$ cat config.mk
export PLATFORM = sky130hd
export DESIGN_NAME = usb_frame_timer
export DESIGN_NICKNAME = d
export VERILOG_FILES = /design/src/rtl/usb_frame_timer_pkg.sv /design/src/rtl/ufc_ivl_stage.sv /design/src/rtl/ufc_frame_ctr.sv /design/src/rtl/usb_frame_timer.sv
export SDC_FILE = /design/constraint.sdc
export NUM_CORES = 1
export LEC_CHECK = 0
export BUFFER_PORTS_ARGS = -buffer_cell sky130_fd_sc_hd__clkbuf_2
export CORE_ASPECT_RATIO = 1.4
export CORE_MARGIN = 1.5
export CORE_UTILIZATION = 36
export CTS_CLUSTER_DIAMETER = 200
export DETAILED_ROUTE_END_ITERATION = 6
export GPL_TIMING_DRIVEN = 0
export PLACE_DENSITY = 0.73
export SLEW_MARGIN = 20
export SYNTH_ARGS = -nofsm -noshare
export SYNTH_HDL_FRONTEND = slang
export SYNTH_SLANG_ARGS = --single-unit
$ cat constraint.sdc
create_clock -name clk -period 3.04 [get_ports clk]
set_input_delay 0.608 -clock clk [delete_from_list [all_inputs] [get_ports clk]]
set_output_delay 0.608 -clock clk [all_outputs]
set_load 0.02 [all_outputs]
$ cat src/rtl/usb_frame_timer_pkg.sv
package usb_frame_timer_pkg;

    localparam int WORD_W    = 32;
    localparam int IVL_W     = 14;
    localparam int BUDGET_W  = 15;
    localparam int FNUM_W    = 16;
    localparam int BUDGET_LSB = 16;
    localparam int REM_LSB   = 16;
    localparam int TOGGLE_BIT = 31;
    localparam int SOF_IRQ_BIT = 4;
    localparam int OVF_IRQ_BIT = 11;
    localparam logic [IVL_W-1:0] IVL_RESET = 14'h2EDF;

    // budget = (6 * (interval - 1200)) / 7, kept to BUDGET_W bits
    function automatic logic [BUDGET_W-1:0] budget_of(input int ivl);
        int t;
        t = (6 * (ivl - 1200)) / 7;
        return BUDGET_W'(t);
    endfunction

    typedef struct packed {
        logic                toggle;
        logic [BUDGET_W-1:0] budget;
        logic [IVL_W-1:0]    ivl;
    } ivl_cfg_t;

endpackage

$ cat src/rtl/ufc_ivl_stage.sv
module ufc_ivl_stage
    import usb_frame_timer_pkg::*;
(
    input  logic     clk,
    input  logic     rst_n,
    input  logic     wr,
    input  ivl_cfg_t wr_cfg,
    output ivl_cfg_t stage
);

    typedef struct packed {
        ivl_cfg_t cfg;
    } st_t;

    st_t st_d, st_q;

    always_comb begin
        st_d = st_q;
        if (wr) st_d.cfg = wr_cfg;
    end

    always_ff @(posedge clk) begin
        if (!rst_n) begin
            st_q.cfg.toggle <= 1'b0;
            st_q.cfg.budget <= budget_of(int'(IVL_RESET));
            st_q.cfg.ivl    <= IVL_RESET;
        end else begin
            st_q <= st_d;
        end
    end

    assign stage = st_q.cfg;

    assert_stage_capture_R4: assert property (@(posedge clk) disable iff (!rst_n)
        wr |=> (stage == $past(wr_cfg)));

    assert_stage_hold_R4: assert property (@(posedge clk) disable iff (!rst_n)
        !wr |=> $stable(stage));

endmodule

$ cat src/rtl/ufc_frame_ctr.sv
module ufc_frame_ctr
    import usb_frame_timer_pkg::*;
#(
    parameter int                IW       = IVL_W,
    parameter int                BW       = BUDGET_W,
    parameter int                NW       = FNUM_W,
    parameter logic [IW-1:0]     REM_INIT = IVL_RESET
)(
    input  logic          clk,
    input  logic          rst_n,
    input  logic          tick,
    input  ivl_cfg_t      stage,
    output logic [IW-1:0] rem,
    output logic [NW-1:0] fnum,
    output logic          rem_toggle,
    output logic [BW-1:0] budget,
    output logic          sof,
    output logic          ovf
);

    localparam int MSB = NW - 1;

    typedef struct packed {
        logic [IW-1:0] rem;
        logic [NW-1:0] fnum;
        logic          tgl;
        logic [BW-1:0] budget;
        logic          sof;
        logic          ovf;
    } ctr_t;

    ctr_t c_d, c_q;
    logic boundary;
    logic [NW-1:0] fnum_inc;

    assign boundary = tick && (c_q.rem == '0);
    assign fnum_inc = c_q.fnum + 1'b1;

    always_comb begin
        c_d     = c_q;
        c_d.sof = 1'b0;
        c_d.ovf = 1'b0;
        if (boundary) begin
            c_d.rem    = stage.ivl;
            c_d.fnum   = fnum_inc;
            c_d.tgl    = stage.toggle;
            c_d.budget = stage.budget;
            c_d.sof    = 1'b1;
            c_d.ovf    = fnum_inc[MSB] ^ c_q.fnum[MSB];
        end else if (tick) begin
            c_d.rem = c_q.rem - 1'b1;
        end
    end

    always_ff @(posedge clk) begin
        if (!rst_n) begin
            c_q.rem    <= REM_INIT;
            c_q.fnum   <= '0;
            c_q.tgl    <= 1'b0;
            c_q.budget <= budget_of(int'(REM_INIT));
            c_q.sof    <= 1'b0;
            c_q.ovf    <= 1'b0;
        end else begin
            c_q <= c_d;
        end
    end

    assign rem        = c_q.rem;
    assign fnum       = c_q.fnum;
    assign rem_toggle = c_q.tgl;
    assign budget     = c_q.budget;
    assign sof        = c_q.sof;
    assign ovf        = c_q.ovf;

    assert_rem_step_R2: assert property (@(posedge clk) disable iff (!rst_n)
        (tick && rem != '0) |=> (rem == $past(rem) - 1'b1));

    assert_idle_hold_R2: assert property (@(posedge clk) disable iff (!rst_n)
        !tick |=> ($stable(rem) && $stable(fnum) && !sof));

    assert_frame_adv_R3: assert property (@(posedge clk) disable iff (!rst_n)
        (tick && rem == '0) |=> (sof && fnum == $past(fnum) + 1'b1 && rem == $past(stage.ivl)));

    assert_toggle_copy_R5: assert property (@(posedge clk) disable iff (!rst_n)
        (tick && rem == '0) |=> (rem_toggle == $past(stage.toggle)));

    assert_ovf_flip_R6: assert property (@(posedge clk) disable iff (!rst_n)
        ovf |-> (sof && fnum[MSB] != $past(fnum[MSB])));

    assert_budget_hold_R7: assert property (@(posedge clk) disable iff (!rst_n)
        !(tick && rem == '0) |=> $stable(budget));

endmodule

$ cat src/rtl/usb_frame_timer.sv
module usb_frame_timer
    import usb_frame_timer_pkg::*;
(
    input  logic                 clk,
    input  logic                 rst_n,
    input  logic                 bit_tick,
    input  logic                 ivl_wr,
    input  logic [WORD_W-1:0]    ivl_wdata,
    output logic [WORD_W-1:0]    ivl_rdata,
    output logic [WORD_W-1:0]    fnum_rdata,
    output logic                 sof_pulse,
    output logic [WORD_W-1:0]    irq_req,
    output logic [BUDGET_W-1:0]  pkt_limit
);

    ivl_cfg_t             wr_cfg, stage;
    logic [IVL_W-1:0]     rem;
    logic [FNUM_W-1:0]    fnum;
    logic                 rem_toggle, sof, ovf;
    logic                 unused_wbits;

    assign wr_cfg.toggle = ivl_wdata[TOGGLE_BIT];
    assign wr_cfg.budget = ivl_wdata[BUDGET_LSB +: BUDGET_W];
    assign wr_cfg.ivl    = ivl_wdata[IVL_W-1:0];
    assign unused_wbits  = ^ivl_wdata[BUDGET_LSB-1:IVL_W];

    ufc_ivl_stage u_stage (
        .clk    (clk),
        .rst_n  (rst_n),
        .wr     (ivl_wr),
        .wr_cfg (wr_cfg),
        .stage  (stage)
    );

    ufc_frame_ctr #(
        .IW       (IVL_W),
        .BW       (BUDGET_W),
        .NW       (FNUM_W),
        .REM_INIT (IVL_RESET)
    ) u_ctr (
        .clk        (clk),
        .rst_n      (rst_n),
        .tick       (bit_tick),
        .stage      (stage),
        .rem        (rem),
        .fnum       (fnum),
        .rem_toggle (rem_toggle),
        .budget     (pkt_limit),
        .sof        (sof),
        .ovf        (ovf)
    );

    always_comb begin
        ivl_rdata                           = '0;
        ivl_rdata[IVL_W-1:0]                = stage.ivl;
        ivl_rdata[BUDGET_LSB +: BUDGET_W]   = stage.budget;
        ivl_rdata[TOGGLE_BIT]               = stage.toggle;

        fnum_rdata                          = '0;
        fnum_rdata[FNUM_W-1:0]              = fnum;
        fnum_rdata[REM_LSB +: IVL_W]        = rem;
        fnum_rdata[TOGGLE_BIT]              = rem_toggle;

        irq_req                             = '0;
        irq_req[SOF_IRQ_BIT]                = sof;
        irq_req[OVF_IRQ_BIT]                = ovf;
    end

    assign sof_pulse = sof;

    assert_irq_quiet_R8: assert property (@(posedge clk) disable iff (!rst_n)
        $countones(irq_req) <= 2 && $onehot0(irq_req & ~((32'd1 << SOF_IRQ_BIT) | (32'd1 << OVF_IRQ_BIT))) &&
        ((irq_req & ~((32'd1 << SOF_IRQ_BIT) | (32'd1 << OVF_IRQ_BIT))) == '0));

endmodule

==> summary.md, run 1 <==
| Metric | Value |
|---|---|
| Status | completed |
| Fin cells | 714 |
| CP bufs+invs | 2 |
| Vias per inst | 4.92 |
| Tot GR Track Use | 18.9% |
| Final setup vio count | 0 |
| Row cnt | 43 |
| Post-synth EDFFs | 0 |
| Vias in the first global route | 3130 |
| Synth warn | 0 |
| Worst-path clk slew | 0.06 ns |
| Reg2reg end | u_ctr.budget[11]$_SDFFE_PN0P_ |
| Syn-to-layout area delta | 31.3% |
| Worst-Skew Late Latency | 0.33 ns |
| CTS root buffer | clkbuf_16 |
| Final Hold Vio Count | 0 |
| Worst slew margin | 30.3% |
| Synth Flop Type | dfxtp_1 |
| Yosys cell types | 45 |
| Gpl congestion | 0.861 |
| Critical path class | flip-flop to flip-flop |
| Slowest-stage cell, CP | nor4_2 |
| FF-to-FF path depth | 6 |
| Fmax | 366 MHz |
| Register area | 1560 sq um |
| Worst setup path startpoint | u_ctr.rem[7]$_SDFFE_PN1P_ |
| Worst Hold End | u_ctr.budget[8]$_SDFFE_PN0P_ |
| Hold path start | u_ctr.budget[8]$_SDFFE_PN0P_ |
| Final period utilization | 90.0% |
| Sw frac | 24.7% |
| Die X | 87.9 um |
| Pwr/cell area | 501 nW/um^2 |
| H-tree depth | 3 |
| Postcts setup bufs | 0 |
| Family with the most delay on the worst path | simple AND/OR/NAND/NOR gates |
| Most frequent cells in the layout | 111 x clkbuf_2, 78 x dfxtp_1, 62 x nand2_1, 36 x buf_4, 35 x mux2i_1 |
| Gate power share | 10.5% |
| Syn avg cell area | 8.62 sq um |
| Measured slew at the worst slew-check pin | 1.04 ns |
| Die area | 10700 sq um |
| CTS Buf Count | 9 |
| Synth async-reset ratio | 0% |
| Drt first pass iters | 4 |
| WL/cell | 14.2 um |
| WHS | 0.451 ns |
| Hold_buf cts | 0 |
| CTS resizes | 0 |
| CP max stage delay | 0.80 ns |
| Layout cells sized above 1 | 30.2% |
| Power Internal | 1.80 mW |
| WL final | 10.1 mm |
| Crit path launch type | flip-flop |
| Leak | 2.20 nW |
| Total chip power | 2.39 mW |
| Hold Path Depth | 2 |
| Largest net degree at the start of global routing | 13 |
| Mapped Cells | 421 |
| Worst R2R Start | u_ctr.rem[7]$_SDFFE_PN1P_ |
| Netlist Area Pre-Place | 3630 sq um |
| Nets@finish | 614 |
| Port bufs | 111 |
| Fin crit period | 2.74 ns |
| CTS Buffer Depth | 2 |
| DRC errors left | 0 |
| First-pass GRT wire length | 15.6 mm |
| Placeable Area | 9850 sq um |
| Fill count | 1007 |
| Setup TNS | 0 ns |
| DR vias | 3516 |
| Clock sink count | 78 |
| Initial DRC count | 164 |
| RSZ-0062 raised after global routing | false |
| Max-slew violation count | 0 |
| Crit-path cells | or4_1, buf_2, nor4_2, clkbuf_1, nand2_1, a21oi_1 |
| Arr. time, crit path | 2.99 ns |
| Die extent in y | 122 um |
| CTS tree | built |
| Worst IR drop on VDD | 0.318 mV |
| MaxCap Viol Count | 0 |
| CP Capture Type | flip-flop |
| I/O pins | 148 |
| Most common cell after layout, fill and taps aside | clkbuf_2 |
| Starting Density | 36.9% |
| Global route overflow | 0 |
| FF-to-FF setup slack | 0.30 ns |
| Switching power | 0.589 mW |
| Post-Place Cells | 699 |
| DP HPWL | 7.60 mm |
| Sequential share of the synthesized area | 43.0% |
| Post-Route Skew | 0.00489 ns |
| Diode count | 0 |
| Crit path max fanout | 10 |
| Area of the multi-input gates | 1770 sq um |
| CP required | 3.29 ns |
| Seq pwr share | 45.0% |
| Post-route ant nets | 0 |
| PnR worst setup slack | 0.304 ns |
| Hold Path Class | flip-flop to flip-flop |
| Yosys reg bits | 78 |
| Initial antenna violation count | 0 |
| Dpl ws | 0.260 ns |
| Clock share of power | 44.5% |
through the flow:
step | cell area [sq um] | utilization [%]
after CTS | 4770 | 48.4
after floorplan | 3750 | -
after global routing | 4770 | 48.4
after detailed placement | 4480 | 45.5
after global placement | 4480 | 45.5
final | 4770 | 48.4
logic make-up after synthesis:
logic type	after synthesis	synth area share, %
xor+xnor	1	0.241
compound gates	74	13.1
other cells	1	0.103
mux	35	9.65
simple gates	156	21.2
flops	78	43.0
buf+inv	73	11.6
fa+ha+maj	3	1.03
Yosys cell counts, types with 3 or more instances:
cell	number	area (sq um)
a21oi_1	27	135
a32oi_1	4	35.0
buf_2	4	20.0
buf_4	36	270
clkbuf_1	21	78.8
dfxtp_1	78	1560
ha_1	3	37.5
inv_1	10	37.5
mux2i_1	35	350
nand2_1	62	233
nand2b_1	6	37.5
nand3_1	9	45.0
nand4_1	6	37.5
nor2_1	30	113
nor3_1	7	35.0
nor4_1	6	37.5
o21ai_0	15	75.1
o2bb2ai_1	3	26.3
o311ai_0	4	35.0
o31ai_1	9	67.6
o41ai_1	4	35.0
or3_1	8	50.1
or4_1	6	45.0
registers in the layout, indices dropped and copies added, names as in the netlist:
name	flops
u_ctr.ovf	1
u_ctr.sof	1
u_ctr.rem_toggle	1
u_ctr.rem	14
u_stage.stage	30
u_ctr.fnum	16
u_ctr.budget	15
power groups by stage:
stage | clock (mW) | combinational, mW | sequential (mW)
6_report | 1.06 | 0.251 | 1.08
5_1_grt | 1.13 | 0.272 | 1.08
4_1_cts | 1.08 | 0.250 | 1.08
3_5_place_dp | 0 | 0.250 | 1.10
3_3_place_gp | 0 | 0.246 | 1.10
2_1_floorplan | 0 | 0.144 | 1.13
worst register-to-register path, delay by kind of cell, from the launching register on:
| family | cells | cell delay, ns |
|---|---|---|
| AND/OR/NAND/NOR | 3 | 1.44 |
| buffers and inverters | 2 | 0.68 |
| flip-flops | 1 | 0.37 |
| AO/OA/AOI/OAI | 1 | 0.17 |
worst max path at each step:
stage | depth (start not counted) | endpoint
3_5_place_dp | 6 | u_ctr.budget[11]$_SDFFE_PN0P_
5_1_grt | 6 | u_ctr.budget[7]$_SDFFE_PN0P_
4_1_cts | 6 | u_ctr.budget[11]$_SDFFE_PN0P_
3_3_place_gp | 6 | u_ctr.budget[9]$_SDFFE_PN0P_
2_1_floorplan | 7 | u_ctr.fnum[11]$_SDFFE_PN0P_
6_report | 6 | u_ctr.budget[11]$_SDFFE_PN0P_
metal layers:
layer | global-route usage [%] | part of all wire [%] | vias to the layer above
met4 | 8.53 | 2.7 | 0
met5 | 0 | 0 | -
met3 | 3.79 | 6.1 | 21
li1 | - | - | 1724
met1 | 23.0 | 41 | 1636
met2 | 31.8 | 50 | 135
area by class of cell:
cell class / count / share of cell area (%)
multi-input combinational: 302 / 37.1
sequential: 78 / 32.8
timing repair buffer: 111 / 11.7
buffer: 62 / 7.98
clock buffer: 11 / 5.09
tap: 135 / 3.54
clock inverter: 4 / 0.998
inverter: 11 / 0.866
(Power assumes the default switching activity.)
==> run 2, diff against run 1 <==
- CELL_PAD_IN_SITES_DETAIL_PLACEMENT: default -> 1
- CELL_PAD_IN_SITES_GLOBAL_PLACEMENT: default -> 1
- CORE_UTILIZATION: 36 -> 35
- PLACE_DENSITY: 0.73 -> 0.91
==> run 2 against run 1 <==
Utilization fell by 0.72 points. First-iteration DRC count fell by 18%. Non-clock buffer count did not move. Flip-flop and latch count did not move. Critical endpoint is now u_ctr.budget[8]$_SDFFE_PN0P_. Final cell count rose by 0.14%. Final area rose by 0.13%. Register-to-register slack got worse by 0.02 ns.
==> summary.md, run 2 (synthesis gave the netlist of run 1 again) <==
| Metric | Value |
|---|---|
| DR vias | 3619 (+2.9%) |
| Tot GR Track Use | 22.0% (+3.0 points) |
| FF-to-FF path depth | 6 (unchanged) |
| CTS Buf Count | 9 (unchanged) |
| WL final | 12.0 mm (+19%) |
| Worst-path clk slew | 0.06 ns (about the same) |
| Switching power | 0.623 mW (+5.9%) |
| Critical path class | flip-flop to flip-flop |
| Sw frac | 25.8% (+1.2 points) |
| Post-route ant nets | 0 (unchanged) |
| WL/cell | 16.8 um (+19%) |
| Max reg flops | 30 (unchanged) |
| Initial DRC count | 134 (-18%) |
| Diode count | 0 (unchanged) |
| CTS tree | built |
| GR Util met2 | 39.1% (+7.3 points) |
| Gpl congestion | 0.870 (+1.1%) |
| Area of the multi-input gates | 1770 sq um (unchanged) |
| Drt first pass iters | 4 (unchanged) |
| Met3 Track Usage GR | 4.47% (+0.68 points) |
| Max-slew violation count | 0 (unchanged) |
| I/O pins | 148 (unchanged) |
| Nets@finish | 614 (unchanged) |
| Gate power share | 10.6% (about the same) |
| Die area | 11000 sq um (+2.8%) |
| Global route overflow | 0 (unchanged) |
| Starting Density | 36.3% (-0.59 points) |
| Register area | 1560 sq um (unchanged) |
| Worst IR drop on VDD | 0.295 mV (-7.1%) |
| DRC errors left | 0 (unchanged) |
| Worst Setup EP | u_ctr.budget[8]$_SDFFE_PN0P_ |
| Row cnt | 43 (unchanged) |
| Worst R2R Start | u_ctr.rem[7]$_SDFFE_PN1P_ |
| Reg2reg end | u_ctr.budget[8]$_SDFFE_PN0P_ |
| Clock share of power | 44.7% (+0.2 points) |
| PnR worst setup slack | 0.285 ns (-0.0188 ns) |
| Post-Route Skew | 0.00665 ns (+0.00176 ns) |
| Hold Path Class | flip-flop to flip-flop |
| Worst setup path startpoint | u_ctr.rem[7]$_SDFFE_PN1P_ |
| Leak | 2.19 nW (about the same) |
| Crit path launch type | flip-flop |
| FF-to-FF setup slack | 0.29 ns (-0.02 ns) |
| CTS Buffer Depth | 2 (unchanged) |
| Seq pwr share | 44.7% (-0.3 points) |
| Fin crit period | 2.75 ns (+0.0188 ns) |
| GR Layer Usage met1 | 24.3% (+1.4 points) |
| Final setup vio count | 0 (unchanged) |
| Largest net degree at the start of global routing | 15 (+2) |
| GR peak layer | met2 |
| Fmax | 363 MHz (-0.68%) |
| Die extent in y | 124 um (+1.4%) |
| Worst slew margin | 29.3% (-0.98 points) |
| CP Capture Type | flip-flop |
| CTS root buffer | clkbuf_16 |
| Hold_buf cts | 0 (unchanged) |
| Most common cell after layout, fill and taps aside | clkbuf_2 |
| Most frequent cells in the layout | 111 x clkbuf_2, 78 x dfxtp_1, 62 x nand2_1, 36 x buf_4, 35 x mux2i_1 |
| Placeable Area | 10000 sq um (+1.6%) |
| Final Hold Vio Count | 0 (unchanged) |
| Status | completed |
| Clock sink count | 78 (unchanged) |
| Worst-Skew Late Latency | 0.33 ns (about the same) |
| CTS resizes | 0 (unchanged) |
| MaxCap Viol Count | 0 (unchanged) |
| Vias in the first global route | 3631 (+16%) |
| Port bufs | 111 (unchanged) |
| Postcts setup bufs | 0 (unchanged) |
| Setup TNS | 0 ns (unchanged) |
| Dpl ws | 0.290 ns (+0.0299 ns) |
| DP HPWL | 9.00 mm (+18%) |
| First-pass GRT wire length | 18.3 mm (+17%) |
| H-tree depth | 3 (unchanged) |
| Initial antenna violation count | 0 (unchanged) |
| Final period utilization | 90.6% (+0.62 points) |
| Layout cells sized above 1 | 30.3% (+0.12 points) |
| Arr. time, crit path | 3.02 ns (+0.03 ns) |
| Syn-to-layout area delta | 31.4% |
| Vias per inst | 5.06 (+2.8%) |
| Die X | 89.1 um (+1.4%) |
| Pwr/cell area | 505 nW/um^2 (+0.86%) |
| CP required | 3.31 ns (+0.02 ns) |
| Power Internal | 1.79 mW (-0.60%) |
| Measured slew at the worst slew-check pin | 1.05 ns (+0.0146 ns) |
| Crit path max fanout | 10 (unchanged) |
| Fill count | 1282 (+27%) |
| RSZ-0062 raised after global routing | false |
## run 2: changes by cell type in the layout (fill, tap and decap cells not counted)
| cell | before | now |
|---|---|---|
| inv_6 | 0 | 2 |
| clkbuf_8 | 1 | 0 |
| clkinvlp_4 | 1 | 2 |
| clkinv_2 | 2 | 1 |
## run 2: worst max-delay path, cell delays in order (launching register included)
cell and delay, ns:
dfxtp_1 0.37, or4_1 0.52, buf_2 0.19, nor4_2 0.77
clkbuf_1 0.53, nand2_1 0.14, a21oi_1 0.16
## run 2: how the worst min path moves through the flow
stage	startpoint	end	slack, ns	depth (start not counted)
6_report	u_ctr.budget[12]$_SDFFE_PN0P_	u_ctr.budget[12]$_SDFFE_PN0P_	0.45	2
5_1_grt	u_ctr.budget[9]$_SDFFE_PN0P_	u_ctr.budget[9]$_SDFFE_PN0P_	0.48	2
4_1_cts	u_ctr.budget[12]$_SDFFE_PN0P_	u_ctr.budget[12]$_SDFFE_PN0P_	0.46	2
3_5_place_dp	u_ctr.budget[12]$_SDFFE_PN0P_	u_ctr.budget[12]$_SDFFE_PN0P_	0.45	2
3_3_place_gp	u_ctr.rem_toggle$_SDFFE_PN0P_	u_ctr.rem_toggle$_SDFFE_PN0P_	0.44	2
2_1_floorplan	u_ctr.rem_toggle$_SDFFE_PN0P_	u_ctr.rem_toggle$_SDFFE_PN0P_	0.43	2
## run 2: layer usage
layer  vias up  routed length, um
met5         -                  0
met4         0                428
met3        38                590
met2       120               6420
met1      1741               4590
li1       1720                  -
## run 2: per-stage QoR
step                total power, mW  util [%]  cells  cell area, sq um  hold WS, ns
detailed placement             1.35      44.7    699              4480        0.447
finish                         2.41      47.7    715              4770        0.451
floorplan                      1.27         -    453              3750        0.432
CTS                            2.43      47.7    715              4770        0.456
global route                   2.49      47.7    715              4770        0.475
global placement               1.34      44.7    699              4480        0.439
## run 2: area by class of cell
cell class | count | share of cell area [%]
timing repair buffer | 111 | 11.6
buffer | 62 | 7.97
clock inverter | 6 | 1.42
sequential | 78 | 32.7
tap | 135 | 3.54
clock buffer | 10 | 4.80
inverter | 11 | 0.865
multi-input combinational | 302 | 37.0
## run 2: power by group through the flow
stage          sequential (mW)  combinational (mW)  clock (mW)
6_report                  1.08               0.256        1.08
5_1_grt                   1.08               0.277        1.13
4_1_cts                   1.08               0.255        1.09
3_5_place_dp              1.10               0.253           0
3_3_place_gp              1.10               0.246           0
2_1_floorplan             1.13               0.144           0
